===== config.mk =====
export PLATFORM = sky130hd
export DESIGN_NAME = clk_stop_ctrl
export DESIGN_NICKNAME = d
export VERILOG_FILES = /design/src/rtl/clk_stop_pkg.sv /design/src/rtl/clk_stop_timer.sv /design/src/rtl/clk_stop_park.sv /design/src/rtl/clk_stop_ctrl.sv
export SDC_FILE = /design/constraint.sdc
export NUM_CORES = 1
export LEC_CHECK = 0
export BUFFER_PORTS_ARGS = -buffer_cell sky130_fd_sc_hd__buf_2
export CORE_AREA = 4 4 41 43
export DETAILED_ROUTE_END_ITERATION = 6
export DIE_AREA = 0 0 45 47
export HOLD_SLACK_MARGIN = 0.06
export PLACE_DENSITY = 0.7
export SETUP_SLACK_MARGIN = 0.4
export SYNTH_ARGS = -nofsm -noshare
export SYNTH_HDL_FRONTEND = slang
export SYNTH_SLANG_ARGS = --single-unit

===== constraint.sdc =====
create_clock -name clk -period 1.9 [get_ports clk]
set_input_delay 0.38 -clock clk [delete_from_list [all_inputs] [get_ports clk]]
set_output_delay 0.38 -clock clk [all_outputs]
set_load 0.05 [all_outputs]

===== src/rtl/clk_stop_pkg.sv =====
package clk_stop_pkg;
  typedef enum logic [2:0] {
    CMD_NOP = 3'd0,
    CMD_ACT = 3'd1,
    CMD_RD  = 3'd2,
    CMD_WR  = 3'd3,
    CMD_PRE = 3'd4,
    CMD_REF = 3'd5,
    CMD_MRS = 3'd6,
    CMD_RSV = 3'd7
  } cmd_e;
endpackage


===== src/rtl/clk_stop_timer.sv =====
// Completion timer: loaded with the hold-off of each issued command,
// counts down once per memory clock cycle.
module clk_stop_timer #(
  parameter int T_RCD     = 3,
  parameter int T_WR      = 2,
  parameter int T_RP      = 3,
  parameter int T_RFC     = 12,
  parameter int T_MRD     = 2,
  parameter int CAS_LAT   = 3,
  parameter int BURST_LEN = 4,
  parameter int CNT_W     = 5
) (
  input  logic       clk,
  input  logic       rst,
  input  logic       step,
  input  logic       load,
  input  logic [2:0] cmd,
  output logic       busy_o
);
  import clk_stop_pkg::*;

  localparam int HALF_BL = BURST_LEN / 2;

  logic [CNT_W-1:0] cnt_q;
  logic [CNT_W-1:0] load_val;

  always_comb begin
    case (cmd)
      CMD_ACT: load_val = CNT_W'(T_RCD);
      CMD_RD:  load_val = CNT_W'(CAS_LAT + HALF_BL);
      CMD_WR:  load_val = CNT_W'(T_WR + HALF_BL);
      CMD_PRE: load_val = CNT_W'(T_RP);
      CMD_REF: load_val = CNT_W'(T_RFC);
      CMD_MRS: load_val = CNT_W'(T_MRD);
      default: load_val = '0;
    endcase
  end

  always_ff @(posedge clk) begin
    if (rst) begin
      cnt_q <= '0;
    end else if (step) begin
      if (load) begin
        cnt_q <= load_val;
      end else if (cnt_q != '0) begin
        cnt_q <= cnt_q - 1'b1;
      end
    end
  end

  assign busy_o = (cnt_q != '0);
endmodule


===== src/rtl/clk_stop_park.sv =====
// Memory clock generator with park/restart and post-restart NOP hold.
module clk_stop_park #(
  parameter int POST_NOPS = 1,
  parameter int NOP_W     = 1
) (
  input  logic clk,
  input  logic rst,
  input  logic park_go,
  input  logic wake,
  output logic run_o,
  output logic ck_o,
  output logic ck_n_o,
  output logic hold_o
);
  logic             run_q;
  logic             ck_q;
  logic             ckn_q;
  logic [NOP_W-1:0] nop_q;

  always_ff @(posedge clk) begin
    if (rst) begin
      run_q <= 1'b1;
      ck_q  <= 1'b0;
      ckn_q <= 1'b1;
      nop_q <= '0;
    end else if (run_q) begin
      ck_q  <= ~ck_q;
      ckn_q <= ck_q;
      if (ck_q) begin
        // falling phase: the only edge where the clock may be parked
        if (park_go) run_q <= 1'b0;
        if (nop_q != '0) nop_q <= nop_q - 1'b1;
      end
    end else if (wake) begin
      run_q <= 1'b1;
      nop_q <= NOP_W'(POST_NOPS);
    end
  end

  assign run_o  = run_q;
  assign ck_o   = ck_q;
  assign ck_n_o = ckn_q;
  assign hold_o = (nop_q != '0);
endmodule


===== src/rtl/clk_stop_ctrl.sv =====
module clk_stop_ctrl #(
  parameter int T_RCD     = 3,
  parameter int T_WR      = 2,
  parameter int T_RP      = 3,
  parameter int T_RFC     = 12,
  parameter int T_MRD     = 2,
  parameter int CAS_LAT   = 3,
  parameter int BURST_LEN = 4,
  parameter int POST_NOPS = 1
) (
  input  logic       clk,
  input  logic       rst,
  input  logic       cke_i,
  input  logic       stop_req_i,
  input  logic       cmd_valid_i,
  input  logic [2:0] cmd_i,
  output logic       stall_o,
  output logic [2:0] mem_cmd_o,
  output logic       ck_o,
  output logic       ck_n_o
);
  import clk_stop_pkg::*;

  localparam int SUM_D = T_RCD + T_WR + T_RP + T_RFC + T_MRD + CAS_LAT + BURST_LEN;
  localparam int CNT_W = $clog2(SUM_D + 1);
  localparam int NOP_W = (POST_NOPS < 1) ? 1 : $clog2(POST_NOPS + 1);

  logic run_q;
  logic busy;
  logic hold;
  logic step;
  logic accept;
  logic park_go;
  logic [2:0] mem_cmd_q;

  // step: system edge that ends a memory clock high phase
  assign step    = run_q & ck_o;
  assign stall_o = ~(step & ~hold & ~stop_req_i);
  assign accept  = cmd_valid_i & ~stall_o;
  assign park_go = stop_req_i & cke_i & ~busy;

  clk_stop_timer #(
    .T_RCD(T_RCD), .T_WR(T_WR), .T_RP(T_RP), .T_RFC(T_RFC), .T_MRD(T_MRD),
    .CAS_LAT(CAS_LAT), .BURST_LEN(BURST_LEN), .CNT_W(CNT_W)
  ) u_timer (
    .clk(clk), .rst(rst), .step(step), .load(accept), .cmd(cmd_i), .busy_o(busy)
  );

  clk_stop_park #(
    .POST_NOPS(POST_NOPS), .NOP_W(NOP_W)
  ) u_park (
    .clk(clk), .rst(rst), .park_go(park_go), .wake(~stop_req_i),
    .run_o(run_q), .ck_o(ck_o), .ck_n_o(ck_n_o), .hold_o(hold)
  );

  always_ff @(posedge clk) begin
    if (rst) begin
      mem_cmd_q <= CMD_NOP;
    end else if (step) begin
      mem_cmd_q <= accept ? cmd_i : CMD_NOP;
    end
  end

  assign mem_cmd_o = mem_cmd_q;
endmodule


==> key figures, run 1 <==
Clocking
  • Clock root buffer: clkbuf_4
  • CTS Buffer Depth: 2
  • Sink Count: 12
  • Clock slew seen by the registers of the worst setup and hold paths: 0.08 ns
  • Clock latency on the worst-skew pair: 0.28 ns
  • Cts-stage hold buffer count: 0
  • Num CTS Buffers: 3
  • H-tree levels: 1
  • CTS tree: yes

Finish
  • Most common cell after layout, fill and taps aside: buf_2
  • Area Growth Syn to Fin: 32.0%
  • Fillers: 118
  • Share of post-route cells with drive strength above 1: 38.9%
  • Most frequent cells in the layout: 12 x buf_2, 8 x dfxtp_1, 7 x nor2_1, 7 x buf_4, 5 x inv_1
  • Antenna diodes: 0
  • Fin nets: 100
  • Final core occ: 61.9%

Floorplanning
  • Die area: 2120 um2
  • Num rows: 13
  • DIE HEIGHT: 47 um
  • Die Wd: 45 um
  • Number of I/O pins: 14
  • Initial Util: 46.9%
  • Core area: 1300 um2

Worst setup path
  • Critical path startpoint: u_park.hold_o
  • Worst Path Class, Setup: reg2out
  • CP endpoint: stall_o
  • Crit path depth: 3
  • Worst path max stage delay: 0.33 ns
  • Cell Chain, Critical Path: and4bb_2 > clkinvlp_4 > buf_6
  • Crit-path leading delay family: simple AND/OR/NAND/NOR gates
  • Startpoint Class: register
  • Critical Path RT: 1.52 ns
  • Reg2reg start: u_timer.cnt_q[0]
  • Worst EP arrival: 1.18 ns
  • Crit path buf inv count: 2
  • Worst R2R Path Depth: 4
  • Crit Reg-Reg Endpoint: u_timer.cnt_q[3]
  • Crit-path max FO: 2
  • Worst Setup End Kind: output pin
  • FF-to-FF setup slack: 0.46 ns
  • Crit-path slowest cell: and4bb_2

Synth
  • Cells after Synth: 70
  • Mapped Nets: 79
  • Yosys reg bits: 12
  • Post-synthesis sequential area ratio: 39.3%
  • Average size of a mapped cell: 8.72 um2
  • Syn. warnings: 0
  • Mapped cell area: 611 um2
  • Netlist cell types: 30

STA
  • Fin. max-slew vios: 0
  • Period minus WS final: 1.56 ns
  • Skew final: 0.00630 ns
  • Unrepaired setup endpoints after global routing: true
  • Final TNS setup: 0 ns
  • Final setup vio count: 0
  • Relative slew slack: 70.6%
  • Fin. Hold Viols: 0
  • FMAX: 642 MHz
  • Final Cycle Share: 81.9%
  • Worst Tran Pin Value: 0.440 ns

Route
  • DR vias/cell: 5.62
  • Initial DRC Count: 5
  • Post-route ant nets: 0
  • DRT Pass-1 Iters: 4
  • Routed vias: 590
  • Routed WL per cell: 13.9 um
  • Final wirelength: 1.46 mm
  • Drt drc: 0

Placed design
  • Port bufs: 13
  • Final HPWL DP: 997 um
  • GP Congestion: 0.747

Pwr
  • Power density over the cells: 889 nW/um2
  • Sequential Power Share: 40.6%
  • Net Sw Frac: 32.4%
  • Max IR drop VDD: 0.000426 V
  • Comb pwr share: 30.3%
  • Leakage Power: 0.000340 uW
  • Clock network power share: 29.0%
  • Sw power: 233 uW
  • Design internal power: 484 uW

Global routing
  • First-pass GRT wire length: 2.49 mm
  • Largest net degree at the start of global routing: 10
  • Vias in the first global route: 539
  • Antenna violations before repair: 0
  • Overall Global Routing Usage: 16.5%
  • Overflow after GRT: 0

Flow run
  • Max Cap Viol: 0

Worst hold path
  • Worst hold-check path type: in2reg
  • Hold Startpoint: stop_req_i

Run status
  • Status: finished, final reports clean
## timing repair
action / in CTS / in global routing
resized for setup: 5 / 4
endpoints found under the setup margin: 3 / 3
buffers inserted: 5 / 0
endpoints found under the hold margin: 0 / 0
pin swaps: 2 / 0
## per-stage QoR
step | instances | hold WS [ns] | setup WS, ns | total power [uW] | cell area [um2]
after floorplan | 70 | 0.447 | 0.318 | 434 | 629
after global placement | 96 | 0.463 | 0.338 | 474 | 704
after detailed placement | 96 | 0.472 | 0.337 | 479 | 704
after CTS | 105 | 0.303 | 0.330 | 706 | 790
after global routing | 105 | 0.314 | 0.280 | 761 | 806
final | 105 | 0.311 | 0.343 | 717 | 806
## registers in the layout, summed over array words and instances, names as in the netlist
signal / count
u_timer.cnt_q: 5
mem_cmd_o: 3
u_park.ck_n_o: 1
u_park.ck_o: 1
u_park.hold_o: 1
u_park.run_o: 1
## cells in the mapped netlist
master	instances	area [um2]
dfxtp_1	12	240
nor2_1	7	26.3
inv_1	6	22.5
nand2_1	4	15.0
or3_1	4	25.0
a31oi_1	3	18.8
a32oi_1	3	26.3
nand2b_1	3	18.8
nand3_1	3	15.0
a21oi_1	2	10.0
clkbuf_1	2	7.51
o21ai_0	2	10.0
o41ai_1	2	17.5
a2111oi_2	1	15.0
a311oi_1	1	8.76
a31o_2	1	8.76
a41o_1	1	10.0
and4bb_1	1	12.5
buf_2	1	5.00
buf_4	1	7.51
ha_1	1	12.5
nand3b_1	1	7.51
nor2b_1	1	6.26
nor3b_1	1	7.51
nor4b_2	1	15.0
o311ai_0	1	8.76
o31ai_1	1	7.51
or4_1	1	7.51
xnor2_1	1	8.76
xor2_1	1	8.76
## power groups by stage
stage	combinational [uW]	sequential (uW)	clock, uW
6_report	217	291	208
5_1_grt	239	295	226
3_3_place_gp	174	300	0
4_1_cts	203	289	215
2_1_floorplan	117	318	0
3_5_place_dp	179	300	0
## per-layer routing
metal / track usage, % / routed length (um) / part of all wire, %
met4: 2.34 / 8 / 0.55
met5: 0 / 0 / 0
met3: 7.66 / 91 / 6.2
met2: 26.0 / 677 / 46
met1: 21.1 / 684 / 47
## kinds of logic (layout without fill, tap and decap cells)
group | count (synthesis) | in the layout | share of synthesized area (%)
AOI/OAI and AO/OA | 18 | 18 | 23.2
DFF | 12 | 12 | 39.3
xor gates and xnor gates | 2 | 2 | 2.87
and+or+nand+nor | 27 | 27 | 25.6
buffers and inverters | 10 | 30 | 6.97
adders and majority gates | 1 | 1 | 2.05
## how the worst min path moves through the flow
stage,slack [ns],depth (start not counted),end
3_5_place_dp,0.47,2,mem_cmd_o[2]
5_1_grt,0.31,2,u_park.run_o
2_1_floorplan,0.45,2,u_park.hold_o
6_report,0.31,2,u_park.run_o
4_1_cts,0.30,2,u_park.run_o
3_3_place_gp,0.46,2,u_park.ck_n_o
## area by class of cell
cell class	count	area, um2	area share (%)
sequential	12	250	31.1
multi-input combinational	48	350	43.5
clock buffer	4	36.3	4.50
inverter	6	26.3	3.26
timing repair buffer	20	124	15.4
tap	15	18.8	2.33
Power figures use the tool's default switching activity.
==> run 2: changes to the inputs <==
--- a/config.mk
+++ b/config.mk
@@ -6,11 +6,11 @@
 export NUM_CORES = 1
 export LEC_CHECK = 0
 export BUFFER_PORTS_ARGS = -buffer_cell sky130_fd_sc_hd__buf_2
-export CORE_AREA = 4 4 41 43
+export CORE_MARGIN = 4
+export CORE_UTILIZATION = 45
 export DETAILED_ROUTE_END_ITERATION = 6
-export DIE_AREA = 0 0 45 47
 export HOLD_SLACK_MARGIN = 0.06
-export PLACE_DENSITY = 0.7
+export PLACE_DENSITY = 0.71
 export SETUP_SLACK_MARGIN = 0.4
 export SYNTH_ARGS = -nofsm -noshare
 export SYNTH_HDL_FRONTEND = slang
==> constraint.sdc (replaced) <==
create_clock -name clk -period 1.3 [get_ports clk]
set_input_delay 0.26 -clock clk [delete_from_list [all_inputs] [get_ports clk]]
set_output_delay 0.26 -clock clk [all_outputs]
set_load 0.05 [all_outputs]
==> run 2 against run 1 <==
Against the previous run:
- the flow now finishes with violations (setup timing)
- clock skew shrank 0.0043 ns
- global-route usage increased by 1.4 points
- first-iteration DRC count is 20% higher
- count of clock-buffer cells in the layout did not move
- utilization increased by 17 points
- setup slack got worse by 0.51 ns
- sequential cell count is the same
- register-to-register slack worse by 0.55 ns
- clock power is 14% higher
- final area is 27% higher
- combinational power rose by 120%
- final cell count up 5.7%
- critical path type unchanged
==> key figures, run 2 (same netlist as run 1, synthesis figures left out) <==
Floorplanning
  • Num rows: 13 (unchanged)
  • DIE HEIGHT: 44.8 um (-4.6%)
  • Die area: 2010 um2 (-5.0%)
  • Initial Util: 47.5% (+0.59 points)
  • Number of I/O pins: 14 (unchanged)
  • Die Wd: 44.8 um (-0.37%)
  • Core area: 1280 um2 (-1.3%)

STA
  • Final setup vio count: 8 (+8)
  • FMAX: 679 MHz
  • Unrepaired setup endpoints after global routing: true
  • WHS: 0.271 ns (-0.0403 ns)
  • Post-route setup slack: -0.172 ns (-0.515 ns)
  • Skew final: 0.00203 ns (-0.00427 ns)
  • Relative slew slack: 54.8% (-16 points)
  • Fin. Hold Viols: 0 (unchanged)
  • Period minus WS final: 1.47 ns
  • Fin. max-slew vios: 0 (unchanged)
  • Final Cycle Share: 113%
  • Worst Tran Pin Value: 0.677 ns (+0.237 ns)

Pwr
  • Comb pwr share: 41.0% (+11 points)
  • Design internal power: 760 uW (+57%)
  • Sequential Power Share: 38.5% (-2.1 points)
  • Total power: 1150 uW (+61%)
  • Sw power: 394 uW (+69%)
  • Max IR drop VDD: 0.000651 V (+53%)
  • Clock network power share: 20.6% (-8.4 points)
  • Net Sw Frac: 34.2% (+1.7 points)
  • Power density over the cells: 1130 nW/um2 (+27%)
  • Leakage Power: 0.000412 uW (+21%)

Global routing
  • Antenna violations before repair: 0 (unchanged)
  • Overall Global Routing Usage: 17.9% (+1.4 points)
  • Largest net degree at the start of global routing: 10 (unchanged)
  • Overflow after GRT: 0 (unchanged)
  • Vias in the first global route: 655 (+22%)
  • First-pass GRT wire length: 2.66 mm (+6.9%)

Finish
  • Max FFs per register: 5 (unchanged)
  • Final Non-Filler Cells: 111 (+5.7%)
  • Design Area, Final: 1020 um2 (+27%)
  • Fillers: 70 (-41%)
  • Fin nets: 106 (+6.0%)
  • Area Growth Syn to Fin: 67.0%
  • Share of post-route cells with drive strength above 1: 57.3% (+18 points)
  • Antenna diodes: 0 (unchanged)
  • Most frequent cells in the layout: 8 x dfxtp_2, 8 x buf_4, 7 x nor2_1, 7 x buf_2, 6 x buf_6
  • Biggest register: u_timer.cnt_q

Worst setup path
  • Startpoint Class: register
  • Worst Path Class, Setup: reg2out
  • Worst EP arrival: 1.21 ns (+0.03 ns)
  • Crit-path max FO: 2 (unchanged)
  • Worst Setup End Kind: output pin
  • Critical Path RT: 1.04 ns (-0.48 ns)
  • Worst R2R Path Depth: 6 (+2)

Clocking
  • H-tree levels: 1 (unchanged)
  • Sink Count: 12 (unchanged)
  • Clock root buffer: clkbuf_4
  • Clock slew seen by the registers of the worst setup and hold paths: 0.07 ns (about the same)
  • Num CTS Buffers: 3 (unchanged)
  • Clock latency on the worst-skew pair: 0.27 ns (about the same)
  • CTS tree: yes
  • CTS Buffer Depth: 2 (unchanged)

Placed design
  • Post-Place Setup Slack: -0.0960 ns (-0.433 ns)
  • GP Congestion: 0.738 (-1.2%)
  • Final HPWL DP: 1.05 mm (+5.4%)
  • Port bufs: 13 (unchanged)
  • Placed Cells: 103 (+7.3%)
  • Placed cell areas: 768 um2 (+9.1%)

Route
  • Met2 wire len: 848 um (+25%)
  • Drt drc: 0 (unchanged)
  • Post-route ant nets: 0 (unchanged)
  • Met3 wire len: 79 um (-13%)
  • DRT Pass-1 Iters: 4 (unchanged)
  • Routed WL per cell: 15.0 um (+7.9%)
  • Top layer in use: met4
  • DR vias/cell: 5.69 (+1.3%)
  • Initial DRC Count: 6 (+1)
  • Routed vias: 632 (+7.1%)
  • Final wirelength: 1.67 mm (+14%)
  • Wl on met1: 697 um (+1.9%)

Run status
  • Failing checks: setup timing
  • Status: complete, but fails checks

Worst hold path
  • WHS Path Cells: 3 (+1)
  • Worst hold-check path type: in2reg

Flow run
  • Max Cap Viol: 0 (unchanged)
## run 2: worst max-delay path: stages, from the launching register on
cell and delay [ns]:
dfxtp_2 0.32, and4bb_2 0.34, clkinvlp_4 0.12, buf_6 0.16
## run 2: path summary, 6_finish.rpt
path                  from               end  slack (ns)
min             stop_req_i      u_park.run_o        0.27
min reg2reg  u_park.hold_o     u_park.hold_o        0.49
max reg2reg  u_park.hold_o  u_timer.cnt_q[0]       -0.09
max          u_park.hold_o           stall_o       -0.17
## run 2: power by group through the flow
stage / combinational [uW] / sequential, uW / clock [uW]
after detailed placement: 330 / 438 / 0
final: 473 / 444 / 237
after CTS: 422 / 438 / 246
after global placement: 327 / 437 / 0
after global routing: 513 / 448 / 259
after floorplan: 187 / 467 / 0
## run 2: metal layers
layer	vias up	track usage [%]
met1	299	20.3
met3	6	7.57
met4	0	5.85
li1	313	-
met5	-	0
met2	14	30.1
## run 2: what timing repair did
action	CTS	global route
hold buffers	0	0
pin swaps	4	7
setup buffers	3	1
endpoints found under the hold margin	0	0
gates resized for setup	38	10
setup endpoints to repair	16	18
## run 2: final cells by class
class                   instances  area [um2]  share of cell area, %
clock buffers                   4        26.3                   2.58
multi-input cells              48         457                   44.8
inverters                       6        26.3                   2.58
flip-flops and latches         12         254                   24.9
repair buffers                 26         238                   23.3
well taps                      15        18.8                   1.84
## run 2: per-stage QoR
step	TNS [ns]	utilization [%]
CTS	-0.317	74.5
global placement	-0.126	59.8
finish	-0.644	79.4
global route	-1.04	79.4
detailed placement	-0.185	59.8
floorplan	-0.506	-
==> run 3: changes to the inputs <==
--- a/config.mk
+++ b/config.mk
@@ -6,7 +6,6 @@
 export NUM_CORES = 1
 export LEC_CHECK = 0
 export BUFFER_PORTS_ARGS = -buffer_cell sky130_fd_sc_hd__buf_2
-export CORE_MARGIN = 4
 export CORE_UTILIZATION = 45
 export DETAILED_ROUTE_END_ITERATION = 6
 export HOLD_SLACK_MARGIN = 0.06
==> run 3 against run 2 <==
Against the previous run:
- final area decreased by 3.7%
- sequential power decreased by 0.9%
- critical path type unchanged
- via count decreased by 1.7%
- total power increased by 5.7%
- the run still ends with setup timing left
- highest routed layer unchanged
- fmax about the same
==> key figures, run 3 (same netlist as run 1, synthesis figures left out) <==
Run status
  • Status: complete, but fails checks
  • Failing checks: setup timing

Clocking
  • Clock root buffer: clkbuf_4
  • H-tree levels: 1 (unchanged)
  • Sink Count: 12 (unchanged)
  • CTS tree: yes
  • Clock latency on the worst-skew pair: 0.28 ns (about the same)
  • Cts-stage hold buffer count: 0 (unchanged)
  • Clock slew seen by the registers of the worst setup and hold paths: 0.07 ns (about the same)
  • Num CTS Buffers: 3 (unchanged)
  • CTS Buffer Depth: 2 (unchanged)

Finish
  • Share of post-route cells with drive strength above 1: 53.1% (-4.2 points)
  • Area Growth Syn to Fin: 60.9%
  • Fin nets: 106 (unchanged)
  • Antenna diodes: 0 (unchanged)
  • Design Area, Final: 982 um2 (-3.7%)
  • Max FFs per register: 5 (unchanged)
  • Biggest register: u_timer.cnt_q
  • Most common cell after layout, fill and taps aside: buf_4
  • Most frequent cells in the layout: 9 x buf_4, 7 x nor2_1, 7 x buf_2, 6 x dfxtp_2

STA
  • Final setup vio count: 4 (-4)
  • Fin. max-slew vios: 0 (unchanged)
  • Relative slew slack: 62.1% (+7.3 points)
  • Period minus WS final: 1.47 ns (-0.00114 ns)
  • Skew final: 0.00885 ns (+0.00682 ns)
  • Worst Tran Pin Value: 0.567 ns (-0.110 ns)
  • Final TNS setup: -0.344 ns (+0.301 ns)
  • FMAX: 680 MHz (about the same)
  • Final Cycle Share: 113% (about the same)
  • Fin. Hold Viols: 0 (unchanged)
  • Post-route setup slack: -0.171 ns (+0.00115 ns)
  • Unrepaired setup endpoints after global routing: true

Worst setup path
  • Cell Chain, Critical Path: and4bb_2 > clkinvlp_4 > buf_6
  • Worst EP arrival: 1.21 ns (about the same)
  • Worst Setup End Kind: output pin
  • Worst path max stage delay: 0.36 ns (+0.02 ns)
  • Worst Path Class, Setup: reg2out
  • Startpoint Class: register
  • Crit-path max FO: 3 (+1)
  • Crit path buf inv count: 2 (unchanged)
  • Crit-path slowest cell: dfxtp_1
  • Critical Path RT: 1.04 ns (about the same)
  • Crit-path leading delay family: flip-flops
  • Crit path depth: 3 (unchanged)
  • Worst R2R Path Depth: 5 (-1)

Route
  • Final wirelength: 1.68 mm (+0.78%)
  • Drt drc: 0 (unchanged)
  • Routed vias: 621 (-1.7%)
  • Wl on met1: 727 um (+4.3%)
  • Met2 wire len: 869 um (+2.5%)
  • Initial DRC Count: 19 (+13)
  • DR vias/cell: 5.65 (-0.85%)
  • DRT Pass-1 Iters: 4 (unchanged)
  • Post-route ant nets: 0 (unchanged)
  • Top layer in use: met4
  • Routed WL per cell: 15.3 um (+1.7%)
  • Met3 wire len: 77 um (-2.5%)

Floorplanning
  • Initial Util: 51.5% (+4.0 points)
  • Num rows: 12 (-1)
  • Die Wd: 38.8 um (-13%)
  • Die area: 1510 um2 (-25%)
  • Core area: 1190 um2 (-7.7%)
  • Number of I/O pins: 14 (unchanged)
  • DIE HEIGHT: 38.8 um (-13%)

Global routing
  • Overflow after GRT: 0 (unchanged)
  • Largest net degree at the start of global routing: 10 (unchanged)
  • Vias in the first global route: 544 (-17%)
  • Antenna violations before repair: 0 (unchanged)
  • Overall Global Routing Usage: 25.1% (+7.2 points)
  • First-pass GRT wire length: 2.45 mm (-8.0%)

Pwr
  • Total power: 1220 uW (+5.7%)
  • Leakage Power: 0.000404 uW (-1.8%)
  • Max IR drop VDD: 0.000802 V (+23%)
  • Power density over the cells: 1240 nW/um2 (+9.7%)

Flow run
  • Max Cap Viol: 0 (unchanged)

Placed design
  • GP Congestion: 0.764 (+3.5%)
  • Post-Place Setup Slack: -0.111 ns (-0.0149 ns)
  • Placed cell areas: 759 um2 (-1.1%)
  • Port bufs: 13 (unchanged)
  • Final HPWL DP: 1.07 mm (+2.1%)

Worst hold path
  • Worst hold-check path type: in2reg
  • WHS Path Cells: 3 (unchanged)
-- run 3: routing by layer --
metal | vias up | global-route usage (%)
li1 | 311 | -
met1 | 294 | 28.5
met2 | 14 | 42.9
met3 | 2 | 11.0
met4 | 0 | 5.17
met5 | - | 0
-- run 3: report_power, final --
part	leakage (uW)	switching [uW]	internal, uW
clock	0.0000210	135	170
sequential	0.000101	37.6	403
combinational	0.000283	228	245
total	0.000404	401	818
-- run 3: worst paths after layout --
path | startpoint | end | slack (ns)
worst min-delay path | stop_req_i | u_park.run_o | 0.27
worst max register to register | u_timer.cnt_q[0] | u_timer.cnt_q[3] | -0.09
worst min register to register | u_park.hold_o | u_park.hold_o | 0.50
worst max-delay path | u_park.run_o | stall_o | -0.17
-- run 3: cell type report --
class / instances / area, um2
multi-input cells: 48 / 417
flip-flops and latches: 12 / 251
repair buffers: 26 / 234
fillers: 80 / 204
clock buffers: 4 / 36.3
inverters: 6 / 26.3
well taps: 14 / 17.5
-- run 3: what timing repair did --
item,CTS,global route
resized for setup,32,7
setup buffers,3,2
pin swaps,3,6
setup endpoints to repair,16,17
-- run 3: worst reg2reg max path: stages (launching register included) --
cell,delay (ns)
dfxtp_2,0.36
inv_2,0.05
ha_4,0.15
nor4b_4,0.14
or4_1,0.48
a31oi_1,0.14
-- run 3: through the flow --
stage | utilization (%) | std cells | hold slack [ns]
6_report | 82.8 | 110 | 0.271
2_1_floorplan | - | 70 | 0.345
5_1_grt | 82.8 | 110 | 0.266
4_1_cts | 78.8 | 108 | 0.254
3_5_place_dp | 64.0 | 101 | 0.471
3_3_place_gp | 64.0 | 101 | 0.457
